### src/rtl/shift_fifo_pkg.sv
package shift_fifo_pkg;
  typedef struct packed {
    logic ends;
    logic half;
  } lvl_flags_t;
endpackage

### src/rtl/strobe_rise.sv
module strobe_rise (
  input  logic clk,
  input  logic clear_n,
  input  logic strobe,
  output logic rise
);
  logic prev_q;

  always_ff @(posedge clk) begin
    if (!clear_n) prev_q <= 1'b0;
    else          prev_q <= strobe;
  end

  assign rise = strobe & ~prev_q;
endmodule

### src/rtl/fifo_ram.sv
module fifo_ram #(
  parameter int WIDTH = 5,
  parameter int DEPTH = 64,
  localparam int AW = $clog2(DEPTH)
) (
  input  logic             clk,
  input  logic             we,
  input  logic [AW-1:0]    waddr,
  input  logic [WIDTH-1:0] wdata,
  input  logic [AW-1:0]    raddr,
  output logic [WIDTH-1:0] rdata
);
  logic [WIDTH-1:0] mem [DEPTH];

  always_ff @(posedge clk) begin
    if (we) mem[waddr] <= wdata;
    rdata <= mem[raddr];
  end
endmodule

### src/rtl/fifo_level.sv
module fifo_level
  import shift_fifo_pkg::*;
#(
  parameter int DEPTH    = 64,
  parameter int LOW_MARK = 8,
  parameter int HIGH_MARK = 56,
  parameter int HALF_MARK = 32,
  localparam int CW = $clog2(DEPTH + 1)
) (
  input  logic          clk,
  input  logic          clear_n,
  input  logic          inc,
  input  logic          dec,
  output logic [CW-1:0] cnt_q,
  output logic [CW-1:0] cnt_n,
  output lvl_flags_t    flags_q
);
  localparam logic [CW-1:0] LOW_C  = CW'(LOW_MARK);
  localparam logic [CW-1:0] HIGH_C = CW'(HIGH_MARK);
  localparam logic [CW-1:0] HALF_C = CW'(HALF_MARK);

  always_comb begin
    unique case ({inc, dec})
      2'b10:   cnt_n = cnt_q + 1'b1;
      2'b01:   cnt_n = cnt_q - 1'b1;
      default: cnt_n = cnt_q;
    endcase
  end

  always_ff @(posedge clk) begin
    if (!clear_n) begin
      cnt_q        <= '0;
      flags_q.ends <= 1'b1;
      flags_q.half <= 1'b0;
    end else begin
      cnt_q        <= cnt_n;
      flags_q.ends <= (cnt_n <= LOW_C) || (cnt_n >= HIGH_C);
      flags_q.half <= (cnt_n >= HALF_C);
    end
  end
endmodule

### src/rtl/shift_fifo.sv
module shift_fifo
  import shift_fifo_pkg::*;
#(
  parameter int WIDTH     = 5,
  parameter int DEPTH     = 64,
  parameter int LOW_MARK  = 8,
  parameter int HIGH_MARK = 56,
  parameter int HALF_MARK = 32
) (
  input  logic             clk,
  input  logic             clear_n,
  input  logic             wr_strobe,
  input  logic [WIDTH-1:0] wr_data,
  output logic             wr_rdy,
  input  logic             rd_strobe,
  output logic             rd_rdy,
  input  logic             out_en_n,
  output logic [WIDTH-1:0] rd_data,
  output logic             edge_flag,
  output logic             half_flag
);
  localparam int AW = $clog2(DEPTH);
  localparam int CW = $clog2(DEPTH + 1);
  localparam logic [CW-1:0] FULL_C = CW'(DEPTH);

  logic          wr_rise, rd_rise;
  logic          wr_take, rd_take;
  logic [AW-1:0] wr_ptr_q, rd_ptr_q;
  logic [CW-1:0] cnt_q, cnt_n;
  logic [WIDTH-1:0] head_word;
  lvl_flags_t    flags_q;

  strobe_rise u_wr_edge (.clk(clk), .clear_n(clear_n), .strobe(wr_strobe), .rise(wr_rise));
  strobe_rise u_rd_edge (.clk(clk), .clear_n(clear_n), .strobe(rd_strobe), .rise(rd_rise));

  assign wr_take = wr_rise & wr_rdy;
  assign rd_take = rd_rise & rd_rdy;

  fifo_ram #(.WIDTH(WIDTH), .DEPTH(DEPTH)) u_ram (
    .clk   (clk),
    .we    (wr_take),
    .waddr (wr_ptr_q),
    .wdata (wr_data),
    .raddr (rd_ptr_q),
    .rdata (head_word)
  );

  fifo_level #(
    .DEPTH(DEPTH), .LOW_MARK(LOW_MARK), .HIGH_MARK(HIGH_MARK), .HALF_MARK(HALF_MARK)
  ) u_level (
    .clk     (clk),
    .clear_n (clear_n),
    .inc     (wr_take),
    .dec     (rd_take),
    .cnt_q   (cnt_q),
    .cnt_n   (cnt_n),
    .flags_q (flags_q)
  );

  always_ff @(posedge clk) begin
    if (!clear_n) begin
      wr_ptr_q <= '0;
      rd_ptr_q <= '0;
      wr_rdy   <= 1'b1;
      rd_rdy   <= 1'b0;
    end else begin
      if (wr_take) wr_ptr_q <= wr_ptr_q + 1'b1;
      if (rd_take) rd_ptr_q <= rd_ptr_q + 1'b1;
      wr_rdy <= !wr_take && (cnt_n < FULL_C);
      if (rd_take)     rd_rdy <= 1'b0;
      else if (!rd_rdy) rd_rdy <= (cnt_q != '0);
    end
  end

  assign rd_data   = out_en_n ? '0 : head_word;
  assign edge_flag = flags_q.ends;
  assign half_flag = flags_q.half;
endmodule

### config.mk
export PLATFORM = sky130hd
export DESIGN_NAME = shift_fifo
export DESIGN_NICKNAME = d
export VERILOG_FILES = /design/src/rtl/shift_fifo_pkg.sv /design/src/rtl/strobe_rise.sv /design/src/rtl/fifo_ram.sv /design/src/rtl/fifo_level.sv /design/src/rtl/shift_fifo.sv
export SDC_FILE = /design/constraint.sdc
export NUM_CORES = 1
export LEC_CHECK = 0
export ABC_AREA = 1
export CORE_UTILIZATION = 25
export CTS_BUF_LIST = sky130_fd_sc_hd__clkbuf_4 sky130_fd_sc_hd__clkbuf_8
export DETAILED_ROUTE_END_ITERATION = 12
export GPL_TIMING_DRIVEN = 0
export HOLD_SLACK_MARGIN = 0.12
export PLACE_DENSITY_LB_ADDON = 0.08
export SYNTH_ARGS = -nofsm -noshare
export SYNTH_HDL_FRONTEND = slang
export SYNTH_SLANG_ARGS = --single-unit
export TNS_END_PERCENT = 5
### constraint.sdc
create_clock -name clk -period 4.5 [get_ports clk]
set_input_delay 0.675 -clock clk [delete_from_list [all_inputs] [get_ports clk]]
set_output_delay 0.675 -clock clk [all_outputs]
set_load 0.01 [all_outputs]
Word-level counts from Yosys, hierarchy flattened

Memory sizes are Yosys's and may differ from the RTL's. A register that Yosys moved wholly into a read port is not among the register bits.
Cells that the tools add are included.
Widths: inputs -> output; s select.

RAM bits: 320
Bits in registers: 25
Memories kept: 1
Logic and storage cells: 37
Input bits: 10

Reductions and logical operators: 5
Add/sub/neg operators: 4
Magnitude comparators: 4
Bitwise operators: 7
Muxes and demuxes: 5
Eq/ne operators: 2

Memories:

| name      | depth | bits a word | read ports | clocked after memory_dff | write ports | RTL line       | text |
|---|---|---|---|---|---|---|---|
| u_ram.mem | 64    | 5           | 1          | 1                        | 1           | fifo_ram.sv:13 | `logic [WIDTH-1:0] mem [DEPTH];` |

Operators by type and width:

| kind                | count |
|---|---|
| $ge 7x6->1 const B  | 2 |
| $pmux 7 s2          | 1 |
| $add 6x1->6 const B | 2 |
| $add 7x1->7 const B | 1 |
| $le 7x4->1 const B  | 1 |
| $lt 7x7->1 const B  | 1 |
| $reduce_bool 7->1   | 1 |
| $sub 7x1->7 const B | 1 |
| $mux 5              | 1 |
| $and 1x1->1         | 4 |
| $mux 1              | 3 |
| $not 1->1           | 3 |
| $eq 2x1->1 const B  | 1 |
| $eq 2x2->1 const B  | 1 |
| $reduce_or 2->1     | 1 |
| $logic_and 1x1->1   | 1 |
| $logic_not 1->1     | 1 |
| $logic_or 1x1->1    | 1 |

Longest topological paths before layout

Depth after elaboration: 7
Depth in mapped cells: 19
Mapped depth without buffers: 19

By module

From an unflattened synthesis, not the netlist that was laid out.

Cells, all modules: 1409
Area, all modules: 14966.9 µm²

Modules (own cells, without submodules):

| module      | instances | cells each | area an instance (µm²) |
|---|---|---|---|
| fifo_ram    | 1         | 1162       | 13387.8 |
| fifo_level  | 1         | 138        | 835.8 |
| shift_fifo  | 1         | 99         | 668.1 |
| strobe_rise | 2         | 5          | 37.5 |

Worst setup path before layout

No wires, ideal clock.

Path kind: input-to-reg
Start: in wr_strobe
End: reg, netlist name u_level.flags_q[1]
Stages on the path: 18
Setup slack: 2.070 ns
Data arrival time: 2.317 ns
Library setup time: 0.113 ns
Path buffers: 1
Cells stage by stage: nand2_1 nor2_4 inv_1 ha_1 buf_4 nand2_1 nand2_1 ha_1 a21oi_1 inv_1 nand2_1 nand3_1 nand3_1 nand2_1 nand2_1 nand2_1 nand2_1 nand2_1

Word-level cells in the longest chain between the ends: 6

RTL lines:

| element                                         | RTL line          | text |
|---|---|---|
| start: declaration                              | shift_fifo.sv:12  | `input logic wr_strobe,` |
| $and 1x1->1 *                                   | strobe_rise.sv:14 | `assign rise = strobe & ~prev_q;` |
| $and 1x1->1 *                                   | shift_fifo.sv:36  | `assign wr_take = wr_rise & wr_rdy;` |
| $eq 2x1->1 / $eq 2x2->1 (equally long branches) | fifo_level.sv:23  | `unique case ({inc, dec})` |
| $pmux 7 s2 *                                    | fifo_level.sv:23  |  |
| $le 7x4->1 / $ge 7x6->1 (equally long branches) | fifo_level.sv:37  | `flags_q.ends <= (cnt_n <= LOW_C) \|\| (cnt_n >= HIGH_C);` |
| $logic_or 1x1->1 *                              | fifo_level.sv:37  |  |

Every way passes the cells marked *; elsewhere a longest branch is shown, timed or not.
A chain may end at the register's enable or synchronous reset.

Worst setup path after layout

Start: in wr_strobe
End: mem u_ram.mem[38][3], enable pin

Word-level cells in the longest chain between the ends: 4

RTL lines:

| element                      | RTL line          | text |
|---|---|---|
| $and 1x1->1                  | strobe_rise.sv:14 |  |
| $and 1x1->1                  | shift_fifo.sv:36  |  |
| $mux 1                       | fifo_ram.sv:16    | `if (we) mem[waddr] <= wdata;` |
| $mux 1 (not written as such) | fifo_ram.sv:16    |  |
| end: declaration             | fifo_ram.sv:13    |  |

Every way passes these cells.

==> run metrics <==
area occupied by multi-input gates=3780 µm²; total CTS buffers=67; Ports=19; WS Path Type=primary input to register; row count=88; Setup crit end kind=register; initial antenna violation count=0; synthesis warning total=0; Cell variety after synth=38; worst r2r path cells=6; H-Tree Level Count=3; storage element area=around 10000 µm²; Final Max Tran Viols=0; final setup fails=0; Mapped Cells=1283; routed via count=10400; first-pass GRT wire length=~76000 µm; hold path start=u_level.cnt_q[3]; synthesized area per cell=11.3 µm²; number of port buffers=18; number of flops mapped to enable cells by yosys=320; clock sink total=350; Least-Margin Pin Slew=1.05 ns; Pre-Repair DR Iteration Count=7; Overall Global Routing Usage=0.184; Final period util=0.636; gp weighted congestion=0.827; Max-slew headroom=0.299; hpwl dp=34700 µm; Period minus WS final=between 2 and 3 ns; n_diodes=0; top cells by count, synth=320 x edfxtp_1, 256 x nor2_1, 199 x nand2_1; reg-to-reg endpoint=u_ram.mem[38][3]; CTS root buffer=clkbuf_8; Syn Nets=1298; pin count of the biggest net entering global routing=65; dominant cell by count in the synthesized netlist=edfxtp_1; top cell type's share of synthesized area=0.660; post-DR wirelength/cell=about 25 µm; share of flip-flops with an asynchronous set or reset=0; worst vdd ir=around 0.18 mV; critical path arrival=between 3 and 4 ns; crit-path max cell delay=0.67 ns; worst path required time=4.75 ns; clk buf depth=3; clock latency on the worst-skew pair=approximately 0.64 ns; Placed Area=15700 µm²; TritonCTS clock tree=done; maxcap violations=0; hold endpoint=u_level.cnt_q[3]; Synth Register Bits=350; final hold violation count=0; die width=between 200 and 250 µm; top cells by area, synth=edfxtp_1 66%, nor2_1 6.6%, nand2_1 5.1%, dfxtp_1 4.1%, o21ai_0 4.1%; Post-Syn Area=around 15000 µm²; reg2reg setup slack=1.83 ns; CTS clock-pin slew for the worst setup and hold paths=0.05 ns; worst hold stages=2; Core ar.=57600 µm²; Most common cell on crit path=nor2_1; TNS Setup=0 ns; Final Skew=0.0305 ns; ANT nets after route=0; crit path launch type=primary input; Main synth FF type=edfxtp_1; worst-path cell chain=clkdlybuf4s50_1 > nand2_1 > nor2_4 > inv_1 > nor2_1 > nand3_1 > nor2_1; total power=about 7.7 mW; sequential fraction of the synthesis area=0.701; final instance area=17000 µm²; CP max-delay cell=nand3_1; residual DRC count=0; fillcell total=~6000; hold slack=0.507 ns; die span in y=around 240 µm; number of global-route vias before repair=10300; Max Fanout on Critical Path=8; run status=finished clean; Post-CTS Setup Bufs=0; Fmax achieved=349 MHz; Hold-fix buffers, CTS=0; gr ovfl total=0; cell taking the most area after synthesis=edfxtp_1; unrepaired setup endpoints after global routing=false; Net count, final=~1400; leak pwr=~5.8 nW; Synth-to-Final Area Change=16.5%; Initial Util=0.253; layout cells sized above 1=0.109; Worst R2R Start=wr_rdy; worst min path class=register to register; wirelength, routed=around 54000 µm; Die Area=between 50000 and 60000 µm²; Gates resized, CTS repair=0; vias per std cell=4.76; DRT iter0 DRCs=~950; Pwr per Cell Area=between 400 and 500 nW/µm²
[metrics by stage]
stage	setup slack [ns]	std cells	utilization
after CTS	1.64	2183	0.295
after floorplan	2.07	1283	-
after global routing	1.51	2183	0.295
after detailed placement	0.980	2067	0.273
after global placement	0.367	2066	0.273
final	1.64	2183	0.295
[registers in the layout, indices dropped and copies added (netlist names)]
signal	flops
wr_ptr_q	6
rd_rdy	1
u_level.cnt_q	7
u_ram.rdata	5
u_ram.mem	320
u_rd_edge.prev_q	1
wr_rdy	1
u_wr_edge.prev_q	1
u_level.flags_q	2
rd_ptr_q	6
[cell type report]
class / count / area share
flip-flops and latches: 350 / 0.602
multi-input cells: 815 / 0.223
clock buffers: 94 / 0.0678
well taps: 765 / 0.0564
plain buffers: 69 / 0.0226
inverters: 49 / 0.0110
repair buffers: 19 / 0.0109
clock inverters: 22 / 0.00686
[logic make-up (layout without fill, tap and decap cells)]
kind of cell               Yosys count  count (layout)  share of synthesized area
adders and majority gates            5               5                    0.00430
AOI/OAI and AO/OA                  238             238                     0.0926
xor gates and xnor gates             3               3                    0.00232
buffers and inverters              118             253                     0.0391
DFF                                350             350                      0.701
and+or+nand+nor                    569             569                      0.160
[how the worst max path moves through the flow]
stage               start            endpoint  slack, ns  cells after the start
5_1_grt         wr_strobe    u_ram.mem[54][3]       1.51                      7
3_3_place_gp   wr_data[2]    u_ram.mem[13][2]       0.37                      1
3_5_place_dp    wr_strobe    u_ram.mem[54][1]       0.98                      7
6_report        wr_strobe    u_ram.mem[38][3]       1.64                      7
4_1_cts         wr_strobe    u_ram.mem[54][3]       1.64                      7
2_1_floorplan   wr_strobe  u_level.flags_q[1]       2.07                     18
[critical path, delay by kind of cell]
| kind | cells | cell delay [ns] |
|---|---|---|
| buffers and inverters | 2 | 0.61 |
| and+or+nand+nor | 5 | 1.80 |
[power breakdown]
part           leakage [nW]  internal (mW)  total [mW]  switching [mW]
Combinational          1.97          0.269        1.02           0.749
Clock                 0.669           1.69        3.07            1.37
Sequential             3.12           3.59        3.62          0.0327
Total                  5.76           5.55        7.71            2.16
[per-layer routing]
layer,GRT usage,up-vias,routed length (µm)
met5,0,-,0
met1,0.258,5173,25700
met2,0.284,358,24100
met3,0.0301,105,2740
li1,-,4746,-
met4,0.0721,0,1720
[cells in the final DEF, fill, tap and decap left out, types with 6 or more instances in the layout]
master	n
a21oi_1	22
buf_4	18
o21ai_1	30
clkbuf_8	71
nor2_1	256
o22ai_1	20
nand2_1	199
clkinv_1	18
o221ai_1	14
buf_2	22
edfxtp_1	320
clkdlybuf4s50_1	13
inv_1	45
clkbuf_1	27
buf_6	6
nand3_1	94
o21ai_0	118
o211ai_1	26
dfxtp_1	30
clkbuf_4	23
Power figures use the tool's default switching activity.
